<file path="src/rtl/spi_eeprom_pkg.sv">
package spi_eeprom_pkg;

  localparam int ADDR_W = 15;

  localparam logic [7:0] OP_WREN  = 8'h06;
  localparam logic [7:0] OP_WRDI  = 8'h04;
  localparam logic [7:0] OP_RDSR  = 8'h05;
  localparam logic [7:0] OP_WRSR  = 8'h01;
  localparam logic [7:0] OP_READ  = 8'h03;
  localparam logic [7:0] OP_WRITE = 8'h02;

  typedef enum logic [2:0] {
    ST_OPC, ST_AHI, ST_ALO, ST_RD, ST_WR, ST_SRW, ST_SRR, ST_SKIP
  } cmd_state_e;

  // Protected region selected by the two-bit code
  function automatic logic addr_locked(input logic [1:0] code, input logic [ADDR_W-1:0] a);
    case (code)
      2'b00:   return 1'b0;
      2'b01:   return a[14:13] == 2'b11;
      2'b10:   return a[14];
      default: return 1'b1;
    endcase
  endfunction

endpackage

</file>
<file path="src/rtl/spi_eeprom_pinsync.sv">
module spi_eeprom_pinsync #(
  parameter int STAGES = 2
) (
  input  logic clk,
  input  logic rst_n,
  input  logic sck,
  input  logic cs_n,
  input  logic mosi,
  output logic sck_rise,
  output logic sck_fall,
  output logic cs_act,
  output logic cs_end,
  output logic mosi_s
);
  // bit 0: sck, bit 1: cs_n, bit 2: mosi
  localparam logic [2:0] IDLE_VAL = 3'b010;

  logic [2:0] stg [STAGES];
  logic [2:0] prev;
  logic [2:0] cur;

  always_ff @(posedge clk or negedge rst_n) begin
    if (!rst_n) begin
      for (int i = 0; i < STAGES; i++) stg[i] <= IDLE_VAL;
      prev <= IDLE_VAL;
    end else begin
      stg[0] <= {mosi, cs_n, sck};
      for (int i = 1; i < STAGES; i++) stg[i] <= stg[i-1];
      prev <= stg[STAGES-1];
    end
  end

  assign cur      = stg[STAGES-1];
  assign sck_rise = cur[0] & ~prev[0];
  assign sck_fall = ~cur[0] & prev[0];
  assign cs_act   = ~cur[1];
  assign cs_end   = cur[1] & ~prev[1];
  assign mosi_s   = cur[2];
endmodule

</file>
<file path="src/rtl/spi_eeprom_shifter.sv">
module spi_eeprom_shifter (
  input  logic       clk,
  input  logic       rst_n,
  input  logic       cs_act,
  input  logic       sck_rise,
  input  logic       sck_fall,
  input  logic       mosi_s,
  input  logic [7:0] tx_next,
  output logic       rx_valid,
  output logic [7:0] rx_byte,
  output logic       aligned,
  output logic       miso
);
  logic [2:0] bit_cnt;
  logic [6:0] rx_sr;
  logic [7:0] tx_sr;

  always_ff @(posedge clk or negedge rst_n) begin
    if (!rst_n) begin
      bit_cnt  <= '0;
      rx_sr    <= '0;
      tx_sr    <= '0;
      rx_valid <= 1'b0;
      rx_byte  <= '0;
    end else if (!cs_act) begin
      bit_cnt  <= '0;
      tx_sr    <= '0;
      rx_valid <= 1'b0;
    end else begin
      rx_valid <= 1'b0;
      if (sck_rise) begin
        rx_sr   <= {rx_sr[5:0], mosi_s};
        bit_cnt <= bit_cnt + 3'd1;
        if (bit_cnt == 3'd7) begin
          rx_valid <= 1'b1;
          rx_byte  <= {rx_sr, mosi_s};
        end
      end
      if (sck_fall) begin
        if (bit_cnt == 3'd0) tx_sr <= tx_next;
        else                 tx_sr <= {tx_sr[6:0], 1'b0};
      end
    end
  end

  assign aligned = (bit_cnt == 3'd0);
  assign miso    = cs_act & tx_sr[7];
endmodule

</file>
<file path="src/rtl/spi_eeprom_mem.sv">
module spi_eeprom_mem #(
  parameter int AW = 8
) (
  input  logic          clk,
  input  logic          rst_n,
  input  logic          we,
  input  logic [AW-1:0] wa,
  input  logic [7:0]    wd,
  input  logic [AW-1:0] ra,
  output logic [7:0]    rd
);
  localparam int DEPTH = 1 << AW;

  logic [7:0] cells [DEPTH];

  always_ff @(posedge clk or negedge rst_n) begin
    if (!rst_n) begin
      for (int i = 0; i < DEPTH; i++) cells[i] <= 8'hFF;
    end else if (we) begin
      cells[wa] <= wd;
    end
  end

  assign rd = cells[ra];
endmodule

</file>
<file path="src/rtl/spi_eeprom_ctrl.sv">
module spi_eeprom_ctrl
  import spi_eeprom_pkg::*;
#(
  parameter int MEM_AW    = 8,
  parameter int BUF_BYTES = 8,
  parameter int WR_CYCLES = 1000
) (
  input  logic              clk,
  input  logic              rst_n,
  input  logic              cs_end,
  input  logic              rx_valid,
  input  logic              aligned,
  input  logic [7:0]        rx_byte,
  input  logic [7:0]        rd_data,
  output logic [7:0]        tx_next,
  output logic [7:0]        status,
  output logic              mem_we,
  output logic [ADDR_W-1:0] mem_wa,
  output logic [7:0]        mem_wd,
  output logic [MEM_AW-1:0] rd_addr
);
  localparam int IDX_W = $clog2(BUF_BYTES + 1);
  localparam int SEL_W = $clog2(BUF_BYTES);
  localparam int CNT_W = $clog2(WR_CYCLES + 1);
  localparam logic [IDX_W-1:0] BUF_LIM  = IDX_W'(BUF_BYTES);
  localparam logic [CNT_W-1:0] CNT_LAST = CNT_W'(WR_CYCLES - 1);

  cmd_state_e        state;
  logic              rd_cmd;
  logic [ADDR_W-1:0] addr;
  logic              wpen, wel, busy, sr_pend;
  logic [1:0]        bp;
  logic [7:0]        sr_new;
  logic [CNT_W-1:0]  busy_cnt;
  logic [IDX_W-1:0]  buf_cnt, drain_idx;

  logic [7:0]          buf_dat [BUF_BYTES];
  logic [ADDR_W-1:0]   buf_adr [BUF_BYTES];
  logic [BUF_BYTES-1:0] buf_ok;

  logic [SEL_W-1:0] drain_sel, fill_sel;
  logic             commit_wr, commit_sr, fill_en, draining;

  assign status    = {wpen, 3'b000, bp, wel, busy};
  assign drain_sel = SEL_W'(drain_idx);
  assign fill_sel  = SEL_W'(buf_cnt);
  assign rd_addr   = addr[MEM_AW-1:0];

  assign commit_wr = cs_end && aligned && !busy && (state == ST_WR) && (buf_cnt != '0);
  assign commit_sr = cs_end && aligned && !busy && sr_pend;
  assign fill_en   = rx_valid && (state == ST_WR) && (buf_cnt < BUF_LIM);
  assign draining  = busy && (drain_idx < buf_cnt);

  assign mem_we = draining && buf_ok[drain_sel];
  assign mem_wa = buf_adr[drain_sel];
  assign mem_wd = buf_dat[drain_sel];

  always_comb begin
    case (state)
      ST_SRR:  tx_next = status;
      ST_RD:   tx_next = rd_data;
      default: tx_next = 8'h00;
    endcase
  end

  // Page buffer contents (no reset: only read below buf_cnt)
  always_ff @(posedge clk) begin
    if (fill_en) begin
      buf_dat[fill_sel] <= rx_byte;
      buf_adr[fill_sel] <= addr;
      buf_ok[fill_sel]  <= !addr_locked(bp, addr);
    end
  end

  always_ff @(posedge clk or negedge rst_n) begin
    if (!rst_n) begin
      state     <= ST_OPC;
      rd_cmd    <= 1'b0;
      addr      <= '0;
      wpen      <= 1'b0;
      wel       <= 1'b0;
      busy      <= 1'b0;
      bp        <= 2'b00;
      sr_pend   <= 1'b0;
      sr_new    <= '0;
      busy_cnt  <= '0;
      buf_cnt   <= '0;
      drain_idx <= '0;
    end else begin
      // timed write window
      if (busy) begin
        if (draining) drain_idx <= drain_idx + 1'b1;
        if (busy_cnt == '0) begin
          busy    <= 1'b0;
          wel     <= 1'b0;
          buf_cnt <= '0;
        end else begin
          busy_cnt <= busy_cnt - 1'b1;
        end
      end

      if (cs_end) begin
        state   <= ST_OPC;
        sr_pend <= 1'b0;
        if (commit_wr || commit_sr) begin
          busy      <= 1'b1;
          busy_cnt  <= CNT_LAST;
          drain_idx <= '0;
        end
        if (commit_sr) begin
          wpen <= sr_new[7];
          bp   <= sr_new[3:2];
        end
        if (!busy && !commit_wr) buf_cnt <= '0;
      end else if (rx_valid) begin
        case (state)
          ST_OPC: begin
            if (busy && rx_byte != OP_RDSR) begin
              state <= ST_SKIP;
            end else begin
              case (rx_byte)
                OP_WREN:  begin wel <= 1'b1; state <= ST_SKIP; end
                OP_WRDI:  begin wel <= 1'b0; state <= ST_SKIP; end
                OP_RDSR:  state <= ST_SRR;
                OP_WRSR:  state <= wel ? ST_SRW : ST_SKIP;
                OP_READ:  begin rd_cmd <= 1'b1; state <= ST_AHI; end
                OP_WRITE: begin
                  rd_cmd  <= 1'b0;
                  buf_cnt <= '0;
                  state   <= wel ? ST_AHI : ST_SKIP;
                end
                default:  state <= ST_SKIP;
              endcase
            end
          end
          ST_AHI: begin
            addr[14:8] <= rx_byte[6:0];
            state      <= ST_ALO;
          end
          ST_ALO: begin
            addr[7:0] <= rx_byte;
            state     <= rd_cmd ? ST_RD : ST_WR;
          end
          ST_RD: addr <= addr + 1'b1;
          ST_WR: begin
            addr <= addr + 1'b1;
            if (fill_en) buf_cnt <= buf_cnt + 1'b1;
          end
          ST_SRW: begin
            sr_new  <= rx_byte;
            sr_pend <= 1'b1;
            state   <= ST_SKIP;
          end
          default: ;
        endcase
      end
    end
  end
endmodule

</file>
<file path="src/rtl/spi_eeprom_slave.sv">
module spi_eeprom_slave
  import spi_eeprom_pkg::*;
#(
  parameter int MEM_AW      = 8,
  parameter int BUF_BYTES   = 8,
  parameter int WR_CYCLES   = 1000,
  parameter int SYNC_STAGES = 2
) (
  input  logic clk,
  input  logic rst_n,
  input  logic cs_n,
  input  logic sck,
  input  logic mosi,
  output logic miso
);
  logic              sck_rise, sck_fall, cs_act, cs_end, mosi_s;
  logic              rx_valid, aligned;
  logic [7:0]        rx_byte, tx_next, status, rd_data, mem_wd;
  logic              mem_we;
  logic [ADDR_W-1:0] mem_wa;
  logic [MEM_AW-1:0] rd_addr;

  spi_eeprom_pinsync #(.STAGES(SYNC_STAGES)) sync_i (
    .clk(clk), .rst_n(rst_n), .sck(sck), .cs_n(cs_n), .mosi(mosi),
    .sck_rise(sck_rise), .sck_fall(sck_fall), .cs_act(cs_act),
    .cs_end(cs_end), .mosi_s(mosi_s)
  );

  spi_eeprom_shifter shift_i (
    .clk(clk), .rst_n(rst_n), .cs_act(cs_act), .sck_rise(sck_rise),
    .sck_fall(sck_fall), .mosi_s(mosi_s), .tx_next(tx_next),
    .rx_valid(rx_valid), .rx_byte(rx_byte), .aligned(aligned), .miso(miso)
  );

  spi_eeprom_ctrl #(
    .MEM_AW(MEM_AW), .BUF_BYTES(BUF_BYTES), .WR_CYCLES(WR_CYCLES)
  ) ctrl_i (
    .clk(clk), .rst_n(rst_n), .cs_end(cs_end), .rx_valid(rx_valid),
    .aligned(aligned), .rx_byte(rx_byte), .rd_data(rd_data),
    .tx_next(tx_next), .status(status), .mem_we(mem_we), .mem_wa(mem_wa),
    .mem_wd(mem_wd), .rd_addr(rd_addr)
  );

  spi_eeprom_mem #(.AW(MEM_AW)) mem_i (
    .clk(clk), .rst_n(rst_n), .we(mem_we), .wa(mem_wa[MEM_AW-1:0]),
    .wd(mem_wd), .ra(rd_addr), .rd(rd_data)
  );
endmodule

</file>
<file path="config.mk">
export PLATFORM = sky130hd
export DESIGN_NAME = spi_eeprom_slave
export DESIGN_NICKNAME = d
export VERILOG_FILES = /design/src/rtl/spi_eeprom_pkg.sv /design/src/rtl/spi_eeprom_pinsync.sv /design/src/rtl/spi_eeprom_shifter.sv /design/src/rtl/spi_eeprom_mem.sv /design/src/rtl/spi_eeprom_ctrl.sv /design/src/rtl/spi_eeprom_slave.sv
export SDC_FILE = /design/constraint.sdc
export NUM_CORES = 2
export LEC_CHECK = 0
export BUFFER_PORTS_ARGS = -buffer_cell sky130_fd_sc_hd__buf_2
export CAP_MARGIN = 20
export CORE_UTILIZATION = 62
export CTS_CLUSTER_DIAMETER = 120
export CTS_CLUSTER_SIZE = 24
export DETAILED_ROUTE_END_ITERATION = 8
export HOLD_SLACK_MARGIN = 0.06
export PLACE_DENSITY_LB_ADDON = 0.2
export SYNTH_ARGS = -nofsm -noshare
export SYNTH_HDL_FRONTEND = slang
export SYNTH_SLANG_ARGS = --single-unit
</file>
<file path="constraint.sdc">
create_clock -name clk -period 4.75 [get_ports clk]
set_input_delay 0.7125 -clock clk [delete_from_list [all_inputs] [get_ports clk]]
set_output_delay 0.7125 -clock clk [all_outputs]
set_load 0.02 [all_outputs]
</file>
# Word level (Yosys, flattened, before mapping)
# Memories as Yosys holds them, arrays and structs flattened.
# Index checks and enable logic that the tools add are counted.
[word_totals] reg_bits=2142 ram_bits=184 wordCells=428 memories=2
[mem_list] memory="ctrl_i.buf_adr" words=8 width=15 rd=1 rd_ports_with_merged_regs=0 wr=1 line_no="spi_eeprom_ctrl.sv:38" rtl="logic [ADDR_W-1:0] buf_adr [BUF_BYTES];"
[mem_list] memory="ctrl_i.buf_dat" words=8 width=8 rd=1 rd_ports_with_merged_regs=0 wr=1 line_no="spi_eeprom_ctrl.sv:37" rtl="logic [7:0] buf_dat [BUF_BYTES];"
[classes] addsub=5 order_cmp=8 n_eq_ne=17 n_mux=66 n_bitwise=12 reduce_logical=40
[ops] cell="bitwise mux 2048 bit" n=1
[ops] cell="binary-select mux 8 bit (select 8 bit)" n=1
[ops] cell="demux 8 bit (select 8 bit)" n=1
[ops] cell="2-to-1 mux 4 bit" n=12
[ops] cell="2-to-1 mux 8 bit" n=6
[ops] cell="2-to-1 mux 10 bit" n=4
[ops] cell="case mux 8 bit (2 select lines)" n=2
[ops] cell="== test 8 x 3 -> 1 bit (second input constant)" n=3
[ops] cell="case mux 3 bit (4 select lines)" n=2
[ops] cell="2-to-1 mux 1 bit" n=21
[ops] cell="2-to-1 mux 3 bit" n=7
[ops] cell="greater-or-equal comparator 9 bit (second input constant)" n=2
[ops] cell="NOT 8 -> 9 bit" n=2
[ops] cell="== test 8 x 2 -> 1 bit (second input constant)" n=2
[ops] cell="adder 15 x 1 -> 15 bit (second input constant)" n=1
[ops] cell="case mux 7 bit (2 select lines)" n=1
[ops] cell="nonzero test 2 bit" n=7
[ops] cell="logical AND 1 bit" n=13
[ops] cell="== test 3 bit (second input constant)" n=4
[ops] cell="AND reduction 3 bit" n=4
[ops] cell="logical NOT 10 bit" n=1
[ops] cell="subtractor 10 x 1 -> 10 bit (second input constant)" n=1
[ops] cell="less-than comparator 9 x 1 -> 1 bit (second input constant)" n=1
[ops] cell="adder 4 x 1 -> 4 bit (second input constant)" n=2
[ops] cell="other kinds (29)" n=47

# Longest topological paths before layout
[depth] word_depth=10 depth_mapped=13 mapped_depth_nobuf=9

# Cells and area by module
# From an unflattened synthesis, not the netlist that was laid out.
[unflattened] cells_unflattened=6800 area_unflattened_um2=107581.9
[by_module_without_submodules] module="spi_eeprom_mem" instances=1 cells_each=6068 area_per_inst_um2=95977.0
[by_module_without_submodules] module="spi_eeprom_ctrl" instances=1 cells_each=625 area_per_inst_um2=10126.0
[by_module_without_submodules] module="spi_eeprom_shifter" instances=1 cells_each=95 area_per_inst_um2=1249.9
[by_module_without_submodules] module="spi_eeprom_pinsync" instances=1 cells_each=12 area_per_inst_um2=229.0

# Least setup slack after synthesis
# OpenSTA, ideal clock, no wires.
[synth_path] path_type="register -> register" startpoint="reg ctrl_i.addr[0]" endpoint="reg shift_i.tx_sr[1]" setup_time_ps=129 arrival_ps=2883 required_ps=4621 path_slack_ps=1738 stages_incl_launch_ff=12 n_path_buf=4 cell_sequence="dfrtp_1 > buf_2 > buf_4 > buf_2 > buf_2 > mux4_2 > mux4_2 > nand2_1 > nand3_1 > a21o_1 > a31oi_1 > o21ai_0"
[synth_between] elab_chain_len=8
[synth_lines] element="start, declared" line_no="spi_eeprom_ctrl.sv:30" rtl="logic [ADDR_W-1:0] addr;"
[synth_lines] element="start signal, assigned" line_no="spi_eeprom_ctrl.sv:141" rtl="addr[7:0] <= rx_byte;"
[synth_lines] element="start signal, assigned" line_no="spi_eeprom_ctrl.sv:144" rtl="ST_RD: addr <= addr + 1'b1;"
[synth_lines] element="start signal, assigned" line_no="spi_eeprom_ctrl.sv:146" rtl="addr <= addr + 1'b1;"
[synth_lines] element="NOT 8 -> 9 bit (implied by the code)" line_no="spi_eeprom_mem.sv:24" rtl="assign rd = cells[ra];"
[synth_lines] element="binary-select mux 8 bit (select 8 bit)" line_no="spi_eeprom_mem.sv:24"
[synth_lines] element="2-to-1 mux 8 bit (implied by the code) (2 in a row)" line_no="spi_eeprom_mem.sv:24"
[synth_lines] element="case mux 8 bit (2 select lines)" line_no="spi_eeprom_ctrl.sv:59" rtl="case (state)"
[synth_lines] element="2-to-1 mux 8 bit" line_no="spi_eeprom_shifter.sv:40" rtl="if (bit_cnt == 3'd0) tx_sr <= tx_next;"
[synth_lines] element="2-to-1 mux 8 bit" line_no="spi_eeprom_shifter.sv:39" rtl="if (sck_fall) begin"
[synth_lines] element="2-to-1 mux 8 bit" line_no="spi_eeprom_shifter.sv:25" rtl="end else if (!cs_act) begin"
[synth_lines] element="end signal, assigned" line_no="spi_eeprom_shifter.sv:40"
[synth_lines] element="end signal, assigned" line_no="spi_eeprom_shifter.sv:41" rtl="else tx_sr <= {tx_sr[6:0], 1'b0};"
[synth_lines] element="end, declared" line_no="spi_eeprom_shifter.sv:16" rtl="logic [7:0] tx_sr;"
# Every way passes these cells. The select of a mux whose other input is x is not followed.
# A chain may end at the register's enable or synchronous reset.

# Final worst setup path
[layout_path] startpoint="reg ctrl_i.drain_idx[0]" endpoint="reg mem_i.cells[1336] (netlist name)"
[layout_between] elab_chain_len=7 word_cells_on_any_way=14 cone_classes="3 x order compare; 5 x mux; 1 x bitwise; 3 x reduce/logical; 2 x memory"
[layout_lines] element="start, declared" line_no="spi_eeprom_ctrl.sv:35" rtl="logic [IDX_W-1:0] buf_cnt, drain_idx;"
[layout_lines] element="start signal, assigned" line_no="spi_eeprom_ctrl.sv:92" rtl="if (draining) drain_idx <= drain_idx + 1'b1;"
[layout_lines] element="memory (8 x 15 bit)"
[layout_lines] element="NOT 8 -> 9 bit (implied by the code)" line_no="spi_eeprom_mem.sv:20" rtl="cells[wa] <= wd;"
[layout_lines] element="greater-or-equal comparator 9 bit (implied by the code) or less-than comparator 9 x 1 -> 1 bit (tied branches)" line_no="spi_eeprom_mem.sv:20"
[layout_lines] element="logical AND 1 bit (implied by the code)" line_no="spi_eeprom_mem.sv:20"
[layout_lines] element="2-to-1 mux 8 bit (implied by the code)" line_no="spi_eeprom_mem.sv:20"
[layout_lines] element="demux 8 bit (select 8 bit)" line_no="spi_eeprom_mem.sv:20"
[layout_lines] element="bitwise mux 2048 bit" line_no="spi_eeprom_mem.sv:20"
[layout_lines] element="end signal, assigned by index" line_no="spi_eeprom_mem.sv:20"
[layout_lines] element="end, declared" line_no="spi_eeprom_mem.sv:14" rtl="logic [7:0] cells [DEPTH];"
# Parallel ways exist; a longest one is shown, timed or not. The select of a mux whose other input is x is not followed.

==> impl_metrics.csv <==
group,metric,value,unit
layout,fin_nets,6601,
timing,setup_viol,0,
timing,rsz0062_at_grt,"no",
clocking,ctsResizeCount,0,
floorplanning,die_h,414,um
setup_path,cp.required,5.46,ns
floorplanning,dieArea,172000,um^2
setup_path,crit-reg2reg-launch,"ctrl_i.drain_idx[0]",
setup_path,startpoint_type,"register",
worst_hold_path,min_to,"sync_i.cur[1]",
timing,fmax,231,MHz
run_status,status,"complete, no violations",
clocking,clkLatencyLatePin,0.78,ns
synthesis,synth_top_family_by_area,"multiplexers",
synthesis,syn_nets,6742,
grt,grt_usage,32.5,%
detailed_routing,route.detailed.drc,0,
setup_path,regToRegSetupSlack,0.42,ns
synthesis,netlist_instances,6726,
detailed_routing,vias,60015,
synthesis,synth_area,105000,um^2
setup_path,end_kind,"register",
placement,globalplace.congestion,0.915,
detailed_routing,drt_iter0_markers,5231,
timing,hold_viol,0,
placement,post-dp-hpwl,177,mm
layout,syn2layout_area_growth,5.77,%
timing,drv_slew,0,
grt,overflow,0,
synthesis,synth_area_leaders,"dfstp_2 51%, mux2_2 18%, mux4_2 9.9%, mux2_1 4.3%, edfxtp_1 3.9%",
layout,drive_gt1_share,70.9,%
synthesis,async_flop_share,94.0,%
layout,register_area,59900,um^2
job,maxCapViolations,0,
floorplanning,start_util,62.8,%
synthesis,yosys_warnings,0,
clocking,cts_buffers,104,
layout,num-fill-cells,11609,
synthesis,ys_types,77,
synthesis,synthMuxAreaShare,35.0,%
grt,grt_max_degree,152,
setup_path,worstPathMaxFanout,21,
timing,fin_crit,4.33,ns
floorplanning,core-area,168000,um^2
detailed_routing,ant_nets,0,
synthesis,synthSimpleGateAreaFrac,2.85,%
grt,antenna_found_initial,13,
power_and_ir_drop,ir_drop,0.374,mV
clocking,clock-sinks,2265,
worst_hold_path,hp-class,"register to register",
power_and_ir_drop,p_per_area,270,nW/um^2
synthesis,synth_seq_cells,2265,
synthesis,synth_top_area_share,51.1,%
synthesis,synthAdderAreaFrac,0.131,%
timing,setup_tns,0,ns
detailed_routing,wl_per_cell,31.3,um
timing,slew_headroom,17.3,%
synthesis,seq_area_frac_synth,56.8,%
power_and_ir_drop,leakage,44.1,nW
floorplanning,ioPinCount,6,
clocking,clk_pin_slew_worst_paths,0.10,ns
worst_hold_path,hp-start,"sync_i.stg[4]",
clocking,cts_setup_buffers,0,
timing,fin_skew,0.0379,ns
detailed_routing,first_pass_iters,6,
detailed_routing,drt_wl_total,276,mm
setup_path,r2r-end,"mem_i.cells[1336]",
synthesis,synth_ff_type,"dfstp_2",
worst_hold_path,holdPathStages,0,
synthesis,yosys.area_share.xor_xnor,0.0831,%
detailed_routing,via_per_inst,6.81,
floorplanning,die_x,414,um
layout,final_common_cell,"dfstp_2",
setup_path,r2r_cells,7,
synthesis,syn_area_per_cell,15.7,um^2
clocking,cts.path.max_buffers,3,
setup_path,path_class,"register to register",
clocking,cts_tree,"done",
timing,hold_ws,0.361,ns
timing,worstMarginPinSlew,1.24,ns
floorplanning,rows,150,
grt,grt_pass1_vias,62341,
synthesis,synth-compound-area-share,2.95,%
clocking,clock-root-buffer,"clkbuf_16",
setup_path,crit_arrival,5.04,ns
clocking,cts_max_level,3,
grt,grt_pass1_wl,418,mm
layout,multi_input_area,43500,um^2
synthesis,synth_area_leader_cell,"dfstp_2",
placement,io_buffer_count,5,
synthesis,synth_enable_flop_cells,136,
layout,final_cell_mix,"2051 x dfstp_2, 1694 x mux2_2, 465 x mux4_2",
timing,period_share,91.1,%
==> worst max-delay path, cell delays in order, from the launching register on <==
cell and delay [ns]:
dfrtp_2 0.84, mux4_2 0.62, mux2_2 0.32, or2_0 0.59, nor3_4 0.85, buf_12 0.30, nand2_1 0.33, mux2_2 0.39
==> synthesized netlist by cell type, drive strengths merged (21+ instances only) <==
cell and n:
o221ai 95, a221oi 21, a21oi 100, o22ai 59, dfstp 2051, dfrtp 78
o21ai 48, edfxtp 136, a22oi 22, inv 21, mux4 465, buf 154
nand3 22, clkbuf 335, nor3 52, mux2 2101, nand2 375, nor2 99
mux2i 281
==> worst max-delay path by stage <==
stage          cells past startpoint  slack [ns]           endpoint                 from
6_report                           7        0.42  mem_i.cells[1336]  ctrl_i.drain_idx[0]
5_1_grt                            7        0.23  mem_i.cells[1543]  ctrl_i.drain_idx[0]
4_1_cts                           10        0.21   shift_i.tx_sr[2]       ctrl_i.addr[0]
3_5_place_dp                      10        0.23   shift_i.tx_sr[2]       ctrl_i.addr[0]
3_3_place_gp                      10        0.31   shift_i.tx_sr[2]       ctrl_i.addr[0]
2_1_floorplan                     11        1.74   shift_i.tx_sr[1]       ctrl_i.addr[0]
==> stage by stage <==
step / setup WS, ns / cell area [um^2] / power [W] / util, % / std cells
floorplan: 1.74 / 105000 / 0.0199 / - / 6726
global placement: 0.314 / 109000 / 0.0203 / 64.7 / 8675
detailed placement: 0.227 / 109000 / 0.0203 / 64.7 / 8676
CTS: 0.210 / 112000 / 0.0303 / 66.4 / 8807
global route: 0.234 / 112000 / 0.0310 / 66.4 / 8810
finish: 0.422 / 112000 / 0.0301 / 66.4 / 8814
==> layout make-up <==
cell class	instances	area share [%]
Sequential cell	2265	53.7
Multi-Input combinational cell	3950	39.0
Tap cell	2204	2.47
Clock buffer	123	2.45
Timing Repair Buffer	242	2.15
Inverter	22	0.0830
Clock inverter	4	0.0381
Antenna cell	4	0.00897
==> where the power goes <==
| part | total [W] | internal [W] | switching (W) | leakage (nW) |
|---|---|---|---|---|
| combinational | 0.000440 | 0.0000663 | 0.000374 | 19.4 |
| sequential | 0.0196 | 0.0195 | 0.0000207 | 23.4 |
| clock | 0.0101 | 0.00409 | 0.00603 | 1.36 |
| total | 0.0301 | 0.0237 | 0.00642 | 44.1 |
==> flip-flops by register name (all words and copies together) (netlist names), 2 cells and up <==
signal            flops
ctrl_i.bp             2
shift_i.tx_sr         8
ctrl_i.busy_cnt      10
ctrl_i.state          3
shift_i.rx_byte       8
ctrl_i.sr_new         3
mem_i.cells        2048
ctrl_i.buf_adr       64
ctrl_i.drain_idx      4
sync_i.stg            3
ctrl_i.buf_ok         8
ctrl_i.addr          15
sync_i.cur            3
shift_i.rx_sr         7
ctrl_i.buf_cnt        4
ctrl_i.buf_dat       64
sync_i.prev           2
shift_i.bit_cnt       3
==> cell families (layout without fill, tap and decap cells) <==
family	after synthesis	after routing
muxes	2847	2847
DFF	2265	2265
and+or+nand+nor	637	637
buffers and inverters	511	391
AOI/OAI and AO/OA	445	445
adders and majority gates	11	11
xor gates and xnor gates	10	10
other	0	4
==> routing by layer <==
| metal | wire length, um | global-route usage (%) | up-vias |
|---|---|---|---|
| li1 | - | - | 24812 |
| met1 | 116000 | 46.0 | 32758 |
| met2 | 128000 | 49.9 | 1911 |
| met3 | 19600 | 6.78 | 522 |
| met4 | 11800 | 12.0 | 12 |
| met5 | 100 | 0 | - |
==> timing repair <==
item | in CTS | in global routing
setup endpoints to repair | 0 | 0
hold endpoints to repair | 30 | 0
hold buffers | 4 | 0
(Power assumes the default switching activity.)
